===== src/rtl/deemph_pkg.sv =====
package deemph_pkg;
  localparam int AMP_W     = 5;
  localparam int SET_W     = 3;
  localparam int FULL_NORM = 16;
  localparam int FULL_DBL  = 31;
endpackage


===== src/rtl/deemph_history.sv =====
module deemph_history (
  input  logic clk,
  input  logic rst_n,
  input  logic take,
  input  logic bit_in,
  output logic repeat_o
);
  logic last_q;

  always_ff @(posedge clk) begin
    if (!rst_n)    last_q <= 1'b0;
    else if (take) last_q <= bit_in;
  end

  assign repeat_o = (bit_in == last_q);
endmodule


===== src/rtl/deemph_scaler.sv =====
module deemph_scaler #(
  parameter int AMP_W     = 5,
  parameter int SET_W     = 3,
  parameter int FULL_NORM = 16,
  parameter int FULL_DBL  = 31
) (
  input  logic             repeat_i,
  input  logic [SET_W-1:0] sel_i,
  input  logic             dbl_i,
  output logic [AMP_W-1:0] amp_o
);
  localparam int STEPS  = 1 << SET_W;
  localparam int PROD_W = AMP_W + SET_W + 1;

  logic [AMP_W-1:0]  full;
  logic [SET_W:0]    keep;
  logic [PROD_W-1:0] prod;

  always_comb begin
    full  = dbl_i ? AMP_W'(FULL_DBL) : AMP_W'(FULL_NORM);
    keep  = (SET_W+1)'(STEPS) - {1'b0, sel_i};
    prod  = PROD_W'(full) * PROD_W'(keep);
    amp_o = repeat_i ? AMP_W'(prod >> SET_W) : full;
  end
endmodule


===== src/rtl/deemph_outreg.sv =====
module deemph_outreg #(
  parameter int AMP_W = 5
) (
  input  logic             clk,
  input  logic             rst_n,
  input  logic             load,
  input  logic             pol_d,
  input  logic [AMP_W-1:0] amp_d,
  output logic             vld_q,
  output logic             pol_q,
  output logic [AMP_W-1:0] amp_q
);
  always_ff @(posedge clk) begin
    if (!rst_n) begin
      vld_q <= 1'b0;
      pol_q <= 1'b0;
      amp_q <= '0;
    end else begin
      vld_q <= load;
      if (load) begin
        pol_q <= pol_d;
        amp_q <= amp_d;
      end
    end
  end
endmodule


===== src/rtl/deemph_drive.sv =====
module deemph_drive
  import deemph_pkg::*;
#(
  parameter int A_W  = AMP_W,
  parameter int S_W  = SET_W,
  parameter int F_NO = FULL_NORM,
  parameter int F_DB = FULL_DBL
) (
  input  logic           clk,
  input  logic           rst_n,
  input  logic           bit_vld,
  input  logic           bit_val,
  input  logic [S_W-1:0] atten_sel,
  input  logic           boost,
  output logic           drv_vld,
  output logic           drv_pol,
  output logic [A_W-1:0] drv_amp
);
  logic           is_repeat;
  logic [A_W-1:0] amp_next;

  deemph_history u_hist (
    .clk      (clk),
    .rst_n    (rst_n),
    .take     (bit_vld),
    .bit_in   (bit_val),
    .repeat_o (is_repeat)
  );

  deemph_scaler #(
    .AMP_W(A_W), .SET_W(S_W), .FULL_NORM(F_NO), .FULL_DBL(F_DB)
  ) u_scale (
    .repeat_i (is_repeat),
    .sel_i    (atten_sel),
    .dbl_i    (boost),
    .amp_o    (amp_next)
  );

  deemph_outreg #(.AMP_W(A_W)) u_out (
    .clk   (clk),
    .rst_n (rst_n),
    .load  (bit_vld),
    .pol_d (bit_val),
    .amp_d (amp_next),
    .vld_q (drv_vld),
    .pol_q (drv_pol),
    .amp_q (drv_amp)
  );
endmodule


===== config.mk =====
export PLATFORM = sky130hd
export DESIGN_NAME = deemph_drive
export DESIGN_NICKNAME = d
export VERILOG_FILES = /design/src/rtl/deemph_pkg.sv /design/src/rtl/deemph_history.sv /design/src/rtl/deemph_scaler.sv /design/src/rtl/deemph_outreg.sv /design/src/rtl/deemph_drive.sv
export SDC_FILE = /design/constraint.sdc
export NUM_CORES = 1
export LEC_CHECK = 0
export ABC_CLOCK_PERIOD_IN_PS = 3500
export BUFFER_PORTS_ARGS = -buffer_cell sky130_fd_sc_hd__buf_2
export CAP_MARGIN = 20
export CORE_MARGIN = 2
export CORE_UTILIZATION = 52
export DETAILED_ROUTE_END_ITERATION = 10
export PLACE_DENSITY = 0.77
export SETUP_SLACK_MARGIN = 0.4
export SLEW_MARGIN = 5
export SYNTH_ARGS = -nofsm -noshare
export SYNTH_HDL_FRONTEND = slang
export SYNTH_SLANG_ARGS = --single-unit

===== constraint.sdc =====
create_clock -name clk -period 3.5 [get_ports clk]
set_input_delay 0.175 -clock clk [delete_from_list [all_inputs] [get_ports clk]]
set_output_delay 0.175 -clock clk [all_outputs]
set_load 0.005 [all_outputs]

==> flow_metrics.py <==
metrics = {
    "placed_design": {
        "dpl-instance-area_sq_um": 796,
        "place_hpwl_microns": 1160,
        "dpl.cell_count": 105,
        "place_ws_ns": 0.476,
        "portBuffers": 14,
        "place.gp.congestion": 0.831,
    },
    "finish": {
        "finalNonFillerCells": 109,
        "final_cell_mix": "buf_2, ha_1, dfxtp_1",
        "num_antenna_cells": 0,
        "areaGrowthSynthToFinish_pct": 15.7,
        "layout.nets": 116,
        "final_common_cell": "buf_2",
        "final.fill_count": 105,
        "fin_area_sq_um": 822,
        "drive_gt1_share_pct": 23.4,
    },
    "clocking": {
        "clock_sinks": 7,
        "cts.clk_slew.worst_paths_ns": 0.06,
        "post-cts-setup-buffers": 0,
        "h-tree-depth": 1,
        "cts_tree": "built",
        "root_buffer": "clkbuf_4",
        "numCtsBuffers": 3,
        "cts_hold_buf": 0,
        "insertion_delay_ns": 0.25,
        "postCtsResizedCells": 0,
        "clockBufferDepth": 2,
    },
    "power_and_ir_drop": {
        "p_sw_uw": 98.7,
        "p_seq_share_pct": 31.4,
        "power_leakage_uw": 0.000444,
        "power_frac_comb_pct": 42.8,
        "switching_share_pct": 34.2,
        "ir_drop_v": 0.000143,
        "clockPowerShare_pct": 25.7,
        "cellPowerDensity_mw_per_mm2": 351,
        "intPower_uw": 190,
    },
    "floorplan": {
        "die_w_microns": 41.0,
        "pin_count": 15,
        "rows": 13,
        "start_util_pct": 55.3,
        "fp.dieH_microns": 41.0,
        "core_sq_mm": 0.00128,
        "dieArea_sq_mm": 0.00168,
    },
    "global_routing": {
        "antenna_found_initial": 0,
        "grt-ovfl-total": 0,
        "grt_pass1_vias": 492,
        "grt_usage_pct": 19.8,
        "grt_pass1_wl_microns": 2130,
        "grt_max_degree": 12,
    },
    "sta": {
        "clock.fmax_ghz": 0.357,
        "hold_viol": 0,
        "worst-slew-pin-transition_ns": 0.335,
        "relSlewSlack_pct": 77.6,
        "fin_ws_ns": 0.702,
        "finalCriticalPeriod_ns": 2.80,
        "setup_tns_ns": 0,
        "setup_viol": 0,
        "slew_violations": 0,
        "rsz0062_at_grt": "false",
        "fin_crit_sh_pct": 79.9,
        "clock_skew_ns": 0.00326,
        "worst_hold_slack_ns": 0.211,
    },
    "drt": {
        "via_per_inst": 5.51,
        "wl_per_cell_microns": 13.0,
        "routed_wl_microns": 1420,
        "ant_nets": 0,
        "route.detailed.drc": 0,
        "drt_pass1_iterations": 4,
        "route.vias.total": 601,
        "first_iter_violations": 6,
    },
    "run": {
        "maxCapViolations": 0,
    },
    "worst_setup_path": {
        "critPathCaptureType": "flip-flop",
        "ff2ff_path_depth": 4,
        "critPathLaunchType": "input pin",
        "critPathMaxFanout": 7,
        "critPathRequiredTime_ns": 3.64,
        "cp.arrival_ns": 2.94,
        "setup.worst_path.class": "input pin to flip-flop",
    },
    "synthesis": {
        "synth_warnings": 0,
        "synth_top_area_cell": "dfxtp_1",
        "yosysSeqAreaShare_pct": 19.7,
        "synth_nets": 98,
        "synth_area_leaders": "dfxtp_1, ha_1, fa_1, mux2i_1, mux2_4",
        "synth_top_area_share_pct": 19.7,
        "synthCells": 77,
        "synth.distinct_cells": 29,
        "syn_area_sq_um": 711,
        "ys_ff_latch": 7,
        "syn_area_per_cell_sq_um": 9.23,
    },
    "outcome": {
        "status": "finished, final reports clean",
    },
    "min_path": {
        "hold_path_class": "input pin to flip-flop",
        "hold_depth": 2,
    },
}
==> synthesized netlist by cell type <==
cell type and n:
clkbuf_1 1, o21a_1 3, mux2_4 2, inv_2 2, nor2_1 5, and2_1 4, a211oi_1 1, mux2i_1 3
dfxtp_1 7, fa_1 3, xnor2_1 3, inv_1 2, and2_0 1, o211a_1 1, or2_1 2, nand2_1 3
ha_1 10, o21ai_0 5, a21oi_1 4, o221ai_1 1, nor3_1 2, a211o_1 1, xnor2_2 1, and4b_1 1
nor2b_1 3, a21o_1 1, and4_1 1, xor2_1 3, a31oi_1 1
==> area by class of cell <==
type                       count  area [sq um]  area share (%)
clock buffer                   4          26.3            3.20
inverter                       4          15.0            1.83
multi-input combinational     65           552            67.1
sequential                     7           140            17.0
tap                           15          18.8            2.28
timing repair buffer          14          70.1            8.52
==> cell families after synthesis <==
logic type | share of synthesized area (%)
muxes | 8.45
DFF | 19.7
buffers and inverters | 2.64
AOI/OAI and AO/OA | 16.4
and+or+nand+nor | 17.1
adders and majority gates | 26.1
xor gates and xnor gates | 9.69
==> metal layers <==
| layer | global-route usage (%) | part of all wire, % |
|---|---|---|
| met5 | 0 | 0 |
| met4 | 5.00 | 0.92 |
| met3 | 1.63 | 3.4 |
| met2 | 37.1 | 51 |
| met1 | 23.5 | 45 |
==> metrics by stage <==
| stage | total power (uW) | utilization [%] |
|---|---|---|
| after floorplan | 182 | - |
| after global placement | 213 | 61.9 |
| after detailed placement | 215 | 61.9 |
| after CTS | 291 | 64.0 |
| after global routing | 313 | 64.0 |
| final | 289 | 64.0 |
==> flip-flops by register name (all words and copies together), names as in the netlist <==
name	flops
u_out.amp_q	5
u_out.vld_q	1
u_hist.last_q	1
==> critical path, stage by stage <==
cell	delay [ns]
buf_2	0.18
inv_2	0.06
ha_1	0.34
and2_1	0.19
ha_1	0.33
fa_1	0.55
fa_1	0.43
o21a_1	0.11
o21ai_0	0.23
mux2i_1	0.12
o211a_1	0.22
==> power by group through the flow <==
stage                     Clock, uW  Sequential, uW  Combinational, uW
after floorplan                   0            93.7               88.5
after global placement            0            92.4                120
after detailed placement          0            92.6                123
after CTS                      75.7            90.9                125
after global routing           80.8            91.9                140
final                          74.3            90.8                124
==> worst paths after layout <==
check            startpoint             end  slack (ns)
max            atten_sel[0]  u_out.amp_q[3]        0.70
max reg2reg   u_hist.last_q  u_out.amp_q[3]        2.01
min                   rst_n  u_out.amp_q[3]        0.21
min reg2reg  u_out.amp_q[1]  u_out.amp_q[1]        0.52
Note: power is estimated with default switching activity, not from simulation.
